**config.mk**
```make
export PLATFORM = sky130hd
export DESIGN_NAME = rid_rank_decoder
export DESIGN_NICKNAME = d
export VERILOG_FILES = /design/src/rtl/rid_pkg.sv /design/src/rtl/rid_cfg_regs.sv /design/src/rtl/rid_rule_match.sv /design/src/rtl/rid_way_calc.sv /design/src/rtl/rid_rank_decoder.sv
export SDC_FILE = /design/constraint.sdc
export NUM_CORES = 2
export LEC_CHECK = 0
export BUFFER_PORTS_ARGS = -buffer_cell sky130_fd_sc_hd__buf_2
export CORE_MARGIN = 10
export CORE_UTILIZATION = 29
export DETAILED_ROUTE_END_ITERATION = 10
export SETUP_SLACK_MARGIN = 0.02
export SYNTH_ARGS = -nofsm -noshare
export SYNTH_HDL_FRONTEND = slang
export SYNTH_SLANG_ARGS = --single-unit
```
**constraint.sdc**
```tcl
create_clock -name clk -period 7.83 [get_ports clk]
set_input_delay 1.566 -clock clk [delete_from_list [all_inputs] [get_ports clk]]
set_output_delay 1.566 -clock clk [all_outputs]
set_load 0.02 [all_outputs]
```
**src/rtl/rid_pkg.sv**
```systemverilog
package rid_pkg;

   // Sub-address of the rule limit inside a rule's register group
   localparam logic [2:0] RID_SUB_LIMIT = 3'd4;

   // Ways per rule; the way select is two address bits wide
   localparam int RID_NWAY = 4;

   typedef enum logic {
      RID_PAGE_OPEN   = 1'b0,
      RID_PAGE_CLOSED = 1'b1
   } rid_page_e;

   // Right-shift amount for the interleave factor, from way-0 matches
   function automatic logic [1:0] rid_ilv_shift(input logic m1,
                                                input logic m2,
                                                input logic m3);
      if (m1 && m2 && m3)     return 2'd0;
      else if (m1 || m2 || m3) return 2'd1;
      else                     return 2'd2;
   endfunction

endpackage

```
**src/rtl/rid_cfg_regs.sv**
```systemverilog
module rid_cfg_regs #(
   parameter int CADDR_W   = 37,
   parameter int NUM_RULES = 8,
   parameter int RANK_W    = 4,
   parameter int OFS_W     = 10,
   parameter int RIW       = 3
) (
   input  logic                                         clk,
   input  logic                                         rst_n,
   input  logic                                         cfg_we,
   input  logic [RIW+2:0]                               cfg_addr,
   input  logic [CADDR_W-1:0]                           cfg_wdata,
   output logic [NUM_RULES-1:0][CADDR_W-1:0]            lim_o,
   output logic [NUM_RULES-1:0][rid_pkg::RID_NWAY-1:0][RANK_W-1:0] rank_o,
   output logic [NUM_RULES-1:0][rid_pkg::RID_NWAY-1:0][OFS_W-1:0]  ofs_o,
   output logic [NUM_RULES-1:0][1:0]                    ilv_sh_o
);
   import rid_pkg::*;

   localparam int NWAY = RID_NWAY;

   logic [RIW-1:0] wr_rule;
   logic [2:0]     wr_sub;

   assign wr_rule = cfg_addr[RIW+2:3];
   assign wr_sub  = cfg_addr[2:0];

   initial begin
      assert (RANK_W + OFS_W <= CADDR_W)
         else $error("rid_cfg_regs: way entry does not fit the write data");
      assert (NUM_RULES <= (1 << RIW))
         else $error("rid_cfg_regs: rule index too narrow");
   end

   for (genvar r = 0; r < NUM_RULES; r++) begin : g_rule
      logic                               sel_r;
      logic [CADDR_W-1:0]                 lim_q;
      logic [NWAY-1:0][RANK_W-1:0]        rk_q;
      logic [NWAY-1:0][OFS_W-1:0]         of_q;
      logic [NWAY-1:1]                    same0;

      assign sel_r = cfg_we && (wr_rule == RIW'(r));

      always_ff @(posedge clk or negedge rst_n) begin
         if (!rst_n) begin
            lim_q <= '0;
            rk_q  <= '0;
            of_q  <= '0;
         end else if (sel_r) begin
            if (wr_sub == RID_SUB_LIMIT) begin
               lim_q <= cfg_wdata;
            end
            for (int w = 0; w < NWAY; w++) begin
               if (wr_sub == 3'(w)) begin
                  rk_q[w] <= cfg_wdata[RANK_W-1:0];
                  of_q[w] <= cfg_wdata[RANK_W +: OFS_W];
               end
            end
         end
      end

      // Interleave factor is kept per rule so the lookup path only muxes it
      for (genvar w = 1; w < NWAY; w++) begin : g_same
         assign same0[w] = (rk_q[w] == rk_q[0]);
      end

      assign ilv_sh_o[r] = rid_ilv_shift(same0[1], same0[2], same0[3]);
      assign lim_o[r]    = lim_q;
      assign rank_o[r]   = rk_q;
      assign ofs_o[r]    = of_q;
   end

   AST_CFG_LIMIT_TAKEN: assert property (@(posedge clk) disable iff (!rst_n)
      (cfg_we && wr_sub == RID_SUB_LIMIT && int'(wr_rule) < NUM_RULES)
      |=> lim_o[$past(wr_rule)] == $past(cfg_wdata));

   AST_CFG_SUB_IGNORED: assert property (@(posedge clk) disable iff (!rst_n)
      (cfg_we && wr_sub > RID_SUB_LIMIT)
      |=> ($stable(lim_o) && $stable(rank_o) && $stable(ofs_o)));

   AST_CFG_RULE_IGNORED: assert property (@(posedge clk) disable iff (!rst_n)
      (cfg_we && int'(wr_rule) >= NUM_RULES)
      |=> ($stable(lim_o) && $stable(rank_o) && $stable(ofs_o)));

endmodule

```
**src/rtl/rid_rule_match.sv**
```systemverilog
module rid_rule_match #(
   parameter int CADDR_W   = 37,
   parameter int NUM_RULES = 8,
   parameter int RIW       = 3
) (
   input  logic [CADDR_W-1:0]                caddr,
   input  logic [NUM_RULES-1:0][CADDR_W-1:0] lim,
   output logic                              hit,
   output logic [RIW-1:0]                    sel
);
   logic [NUM_RULES-1:0] in_rng;

   for (genvar r = 0; r < NUM_RULES; r++) begin : g_rng
      logic [CADDR_W-1:0] base;
      if (r == 0) begin : g_first
         assign base = '0;
      end else begin : g_next
         assign base = lim[r-1];
      end
      assign in_rng[r] = (caddr >= base) && (caddr < lim[r]);
   end

   // Lowest-numbered covering rule wins
   always_comb begin
      hit = 1'b0;
      sel = '0;
      for (int r = NUM_RULES - 1; r >= 0; r--) begin
         if (in_rng[r]) begin
            hit = 1'b1;
            sel = RIW'(r);
         end
      end
   end

endmodule

```
**src/rtl/rid_way_calc.sv**
```systemverilog
module rid_way_calc #(
   parameter int CADDR_W     = 37,
   parameter int RANK_W      = 4,
   parameter int OFS_W       = 10,
   parameter int VRANK_SHIFT = 29,
   parameter int CLOSED_LSB  = 6,
   parameter int OPEN_LSB    = 12
) (
   input  logic [CADDR_W-1:0]                          caddr,
   input  logic                                        closed_page,
   input  logic [rid_pkg::RID_NWAY-1:0][RANK_W-1:0]    ranks,
   input  logic [rid_pkg::RID_NWAY-1:0][OFS_W-1:0]     ofs,
   input  logic [1:0]                                  ilv_sh,
   output logic [RANK_W-1:0]                           rank,
   output logic [CADDR_W-1:0]                          raddr
);
   localparam logic [CADDR_W-1:0] CL_MASK = (CADDR_W'(1) << CLOSED_LSB) - CADDR_W'(1);
   localparam logic [CADDR_W-1:0] OP_MASK = (CADDR_W'(1) << OPEN_LSB) - CADDR_W'(1);

   initial begin
      assert (OPEN_LSB + 2 <= CADDR_W && CLOSED_LSB + 2 <= CADDR_W)
         else $error("rid_way_calc: way field outside the address");
      assert (OFS_W < CADDR_W)
         else $error("rid_way_calc: offset wider than the address");
   end

   logic [1:0]         way;
   logic [OFS_W-1:0]   ofs_sel;
   logic [CADDR_W-1:0] vofs;
   logic [CADDR_W-1:0] sum;
   logic [CADDR_W-1:0] scaled;
   logic [CADDR_W-1:0] low_mask;

   assign way     = closed_page ? caddr[CLOSED_LSB +: 2] : caddr[OPEN_LSB +: 2];
   assign rank    = ranks[way];
   assign ofs_sel = ofs[way];

   // Offset times virtual-rank size is a left shift of the sign-extended offset
   if (VRANK_SHIFT >= CADDR_W) begin : g_vofs_gone
      logic unused_ofs;
      assign unused_ofs = ^ofs_sel;
      assign vofs = '0;
   end else begin : g_vofs_shift
      logic [CADDR_W-1:0] ofs_ext;
      assign ofs_ext = {{(CADDR_W-OFS_W){ofs_sel[OFS_W-1]}}, ofs_sel};
      assign vofs    = ofs_ext << VRANK_SHIFT;
   end

   assign sum      = caddr + vofs;
   assign scaled   = sum >> ilv_sh;
   assign low_mask = closed_page ? CL_MASK : OP_MASK;
   assign raddr    = (scaled & ~low_mask) | (caddr & low_mask);

endmodule

```
**src/rtl/rid_rank_decoder.sv**
```systemverilog
module rid_rank_decoder #(
   parameter int CADDR_W     = 37,
   parameter int NUM_RULES   = 8,
   parameter int RANK_W      = 4,
   parameter int OFS_W       = 10,
   parameter int VRANK_SHIFT = 29,
   parameter int CLOSED_LSB  = 6,
   parameter int OPEN_LSB    = 12
) (
   input  logic                               clk,
   input  logic                               rst_n,
   input  logic                               cfg_we,
   input  logic [$clog2(NUM_RULES)+2:0]       cfg_addr,
   input  logic [CADDR_W-1:0]                 cfg_wdata,
   input  logic                               in_valid,
   input  logic [CADDR_W-1:0]                 in_caddr,
   input  logic                               in_closed_page,
   output logic                               out_valid,
   output logic                               out_hit,
   output logic [RANK_W-1:0]                  out_rank,
   output logic [RANK_W-3:0]                  out_dimm,
   output logic [CADDR_W-1:0]                 out_raddr
);
   import rid_pkg::*;

   localparam int RIW    = $clog2(NUM_RULES);
   localparam int DIMM_W = RANK_W - 2;
   localparam int NWAY   = RID_NWAY;

   initial begin
      assert (NUM_RULES >= 2) else $error("rid_rank_decoder: need two or more rules");
      assert (RANK_W >= 3)    else $error("rid_rank_decoder: rank too narrow for a DIMM index");
      assert (CLOSED_LSB < OPEN_LSB)
         else $error("rid_rank_decoder: closed-page field must sit below open-page field");
   end

   logic [NUM_RULES-1:0][CADDR_W-1:0]          cfg_lim;
   logic [NUM_RULES-1:0][NWAY-1:0][RANK_W-1:0] cfg_rank;
   logic [NUM_RULES-1:0][NWAY-1:0][OFS_W-1:0]  cfg_ofs;
   logic [NUM_RULES-1:0][1:0]                  cfg_ilv;

   logic               m_hit;
   logic [RIW-1:0]     m_sel;
   logic [RANK_W-1:0]  w_rank;
   logic [CADDR_W-1:0] w_raddr;

   rid_cfg_regs #(
      .CADDR_W  (CADDR_W),
      .NUM_RULES(NUM_RULES),
      .RANK_W   (RANK_W),
      .OFS_W    (OFS_W),
      .RIW      (RIW)
   ) u_cfg (
      .clk      (clk),
      .rst_n    (rst_n),
      .cfg_we   (cfg_we),
      .cfg_addr (cfg_addr),
      .cfg_wdata(cfg_wdata),
      .lim_o    (cfg_lim),
      .rank_o   (cfg_rank),
      .ofs_o    (cfg_ofs),
      .ilv_sh_o (cfg_ilv)
   );

   rid_rule_match #(
      .CADDR_W  (CADDR_W),
      .NUM_RULES(NUM_RULES),
      .RIW      (RIW)
   ) u_match (
      .caddr(in_caddr),
      .lim  (cfg_lim),
      .hit  (m_hit),
      .sel  (m_sel)
   );

   rid_way_calc #(
      .CADDR_W    (CADDR_W),
      .RANK_W     (RANK_W),
      .OFS_W      (OFS_W),
      .VRANK_SHIFT(VRANK_SHIFT),
      .CLOSED_LSB (CLOSED_LSB),
      .OPEN_LSB   (OPEN_LSB)
   ) u_way (
      .caddr      (in_caddr),
      .closed_page(in_closed_page),
      .ranks      (cfg_rank[m_sel]),
      .ofs        (cfg_ofs[m_sel]),
      .ilv_sh     (cfg_ilv[m_sel]),
      .rank       (w_rank),
      .raddr      (w_raddr)
   );

   always_ff @(posedge clk or negedge rst_n) begin
      if (!rst_n) begin
         out_valid <= 1'b0;
         out_hit   <= 1'b0;
         out_rank  <= '1;
         out_dimm  <= '1;
         out_raddr <= '1;
      end else begin
         out_valid <= in_valid;
         if (in_valid) begin
            out_hit   <= m_hit;
            out_rank  <= m_hit ? w_rank : '1;
            out_dimm  <= m_hit ? w_rank[RANK_W-1:2] : {DIMM_W{1'b1}};
            out_raddr <= m_hit ? w_raddr : '1;
         end
      end
   end

   AST_ONE_CYCLE: assert property (@(posedge clk) disable iff (!rst_n)
      in_valid |=> out_valid);

   AST_NO_SPURIOUS: assert property (@(posedge clk) disable iff (!rst_n)
      !in_valid |=> !out_valid);

   AST_SEL_IN_RANGE: assert property (@(posedge clk) disable iff (!rst_n)
      (in_valid && m_hit) |-> in_caddr < cfg_lim[m_sel]);

   AST_CLOSED_LOW_KEPT: assert property (@(posedge clk) disable iff (!rst_n)
      (in_valid && in_closed_page && m_hit)
      |=> out_raddr[CLOSED_LSB-1:0] == $past(in_caddr[CLOSED_LSB-1:0]));

   AST_OPEN_LOW_KEPT: assert property (@(posedge clk) disable iff (!rst_n)
      (in_valid && !in_closed_page && m_hit)
      |=> out_raddr[OPEN_LSB-1:0] == $past(in_caddr[OPEN_LSB-1:0]));

   AST_DIMM_TRACKS_RANK: assert property (@(posedge clk) disable iff (!rst_n)
      out_valid |-> out_dimm == out_rank[RANK_W-1:2]);

   AST_MISS_ALL_ONES: assert property (@(posedge clk) disable iff (!rst_n)
      (out_valid && !out_hit) |-> (&out_rank && &out_dimm && &out_raddr));

endmodule

```
==> metrics <==
Placed Instances 5575; flop-to-flop setup slack 1.23 ns; WP data required 8.34 ns; via count 29300; Main synth FF type dfrtp_1; Synth cell types 79; vias in the first global route 29600; Synth warnings 0; critical path depth in cells 30; starting density of the core 0.293; first-pass GRT wire length 187000 µm; Power Dens Cells 270 nW/µm²; vias per cell 5.11; Reg-to-Reg End out_raddr[34]; PortBufs 129; GPL Wtd Cong 0.849; cts bufs inserted 84; CP Capture Point out_raddr[34]; area grow syn2layout 15.9%; std cell rows 135; worst setup margin 0.383 ns; layout cell share with drive strength beyond 1 0.271; Max-Cap Viols 0; synthesized cell area 39900 µm²; Boundary Pins 130; slowest stage delay, CP 0.58 ns; Slowest-stage cell, CP or3_1; slew at the pin with the worst max-slew slack 1.16 ns; Slew Limit Fails 0; sequential-to-total area share from yosys stat 0.455; Final Hold Viols 0; most area-hungry cell type in the Yosys netlist dfrtp_1; fmax 134 MHz; top cell type's share of synthesized area 0.428; # setup viols final 0; per-cell routed wire length 21.5 µm; kind of critical path input port to flip-flop; fin crit share 0.951; Reg clk slew, reported paths 0.06 ns; H-tree Lvls 3; final wirelength 123000 µm; Clock Latency Late Sink 0.66 ns; post-DP HPWL 85400 µm; number of synthesized flops with an enable pin 0; VDD IR max 175 µV; root buffer cell clkbuf_16; Worst Path Arrival 7.95 ns; Worst setup startpoint in_caddr[36]; Worst Skew 0.0369 ns; DRC 0; CP top delay family simple AND/OR/NAND/NOR gates; cts hold-fix bufs 0; Leak 21.5 nW; Final Non-Filler Cells 5731; placed cell area 43400 µm²; async set-reset flop share out of synthesis 1.00; clk buf depth 3; min-delay src out_raddr[3]; Area contributors post-synth dfrtp_1 (43%), mux2_2 (15%), ha_1 (9.5%); CP Max Fanout 19; normalized max-slew margin 0.224; cell count of the worst reg-to-reg path 30; post-route cell area 46200 µm²; 1st-iter DRT viols 2120; post-route ant nets 0; fin nets 4270; drt first pass iters 5; total gr overflow 0; die height 391 µm; Commonest cells post-synth dfrtp_1 (682), mux2_2 (544), nand2_1 (389); largest net degree at the start of global routing 152; post-synthesis cell count 3697; status finished, final reports clean; Die X 391 µm; crit start category input port; Worst R2R Start u_cfg.g_rule[6].lim_q[36]; WP buf/inv 7; minimum clock period 7.45 ns; TritonCTS clock tree yes; initial antenna violation count 19; syn nets 4086; Clock Sinks 723; Synth Register Bits 723; Worst Setup End Kind flip-flop; final core area utilization 0.340; Placeable Area 136000 µm²; most common cell in the netlist dfrtp_1; Hold Path Class flip-flop to flip-flop; RSZ-0062 raised after global routing no; syn avg cell area 10.8 µm²; Total Routing Usage GR 0.158; Top cell by count, worst path buf_4; die area 153000 µm²; DP Worst Slack -0.498 ns
-- power breakdown --
part | internal, mW | total [mW] | switching [mW]
clock | 2.35 | 3.97 | 1.62
combinational | 1.56 | 3.67 | 2.11
sequential | 4.40 | 4.81 | 0.406
-- worst min-delay path, stage by stage (launching register included) --
cell     delay (ns)
dfstp_2        0.37
nor2_1         0.08
a21oi_1        0.04
-- cell type report --
class	instances	area, µm²
Antenna cell	3	7.51
Clock buffer	127	2440
Clock inverter	25	305
Fill cell	13500	89800
Inverter	306	1150
Multi-Input combinational cell	2466	19900
Sequential cell	723	18100
Tap cell	1781	2230
Timing Repair Buffer	300	2060
-- metal layers --
layer	up-vias	global-route usage	part of all wire
met5	-	0	0.00067
met4	14	0.0473	0.029
met3	216	0.0307	0.064
met2	810	0.257	0.46
met1	14800	0.212	0.45
li1	13500	-	-
-- metrics by stage --
stage	power (mW)	setup TNS, ns	hold slack, ns
floorplan	7.06	0	0.475
global route	13.1	0	0.497
finish	12.5	0	0.490
detailed placement	8.52	-1.59	0.479
global placement	8.44	-1.61	0.477
CTS	12.5	0	0.492
-- cells in the final DEF, fill, tap and decap left out, types with 26 or more instances in the layout --
cell type	netlist	routed
a211oi_1	32	32
a21o_1	38	37
a21oi_1	135	132
a22oi_1	38	38
a311oi_1	31	31
a31oi_1	41	41
buf_2	23	128
buf_4	14	161
clkbuf_1	160	26
clkbuf_16	0	85
dfrtp_1	682	682
dfstp_2	41	41
ha_1	303	303
inv_1	306	306
mux2_2	544	544
mux2i_1	114	112
nand2_1	389	385
nand3_1	67	67
nand4_1	62	62
nor2_1	120	107
o21ai_0	198	198
xnor2_1	52	52
xor2_1	50	50
-- state kept, by name (all words and copies together), names as in the netlist --
register / cells
u_cfg.g_rule.lim_q: 296
u_cfg.rank_o: 128
out_raddr: 37
out_valid: 1
out_hit: 1
out_rank: 4
u_cfg.ofs_o: 256
-- logic make-up (layout without fill, tap and decap cells) --
kind of cell	after synthesis	after routing	synth area share
compound gates	615	615	0.0964
fa+ha+maj	304	304	0.0956
flops	723	723	0.455
buf+inv	508	758	0.0503
simple gates	770	770	0.0884
mux	675	675	0.192
xor+xnor	102	102	0.0224
other cells	0	3	0
-- timing repair --
action                                  CTS  global route
endpoints found under the setup margin    0             4
setup buffers                             0             1
gates resized for setup                   0             3
-- worst min-delay path by stage --
| stage | to | cells past startpoint |
|---|---|---|
| 3_5_place_dp | out_raddr[23] | 2 |
| 3_3_place_gp | out_raddr[0] | 2 |
| 5_1_grt | out_raddr[2] | 2 |
| 4_1_cts | out_raddr[3] | 2 |
| 6_report | out_raddr[3] | 2 |
| 2_1_floorplan | u_cfg.ofs_o[87] | 1 |
(Power assumes the default switching activity.)
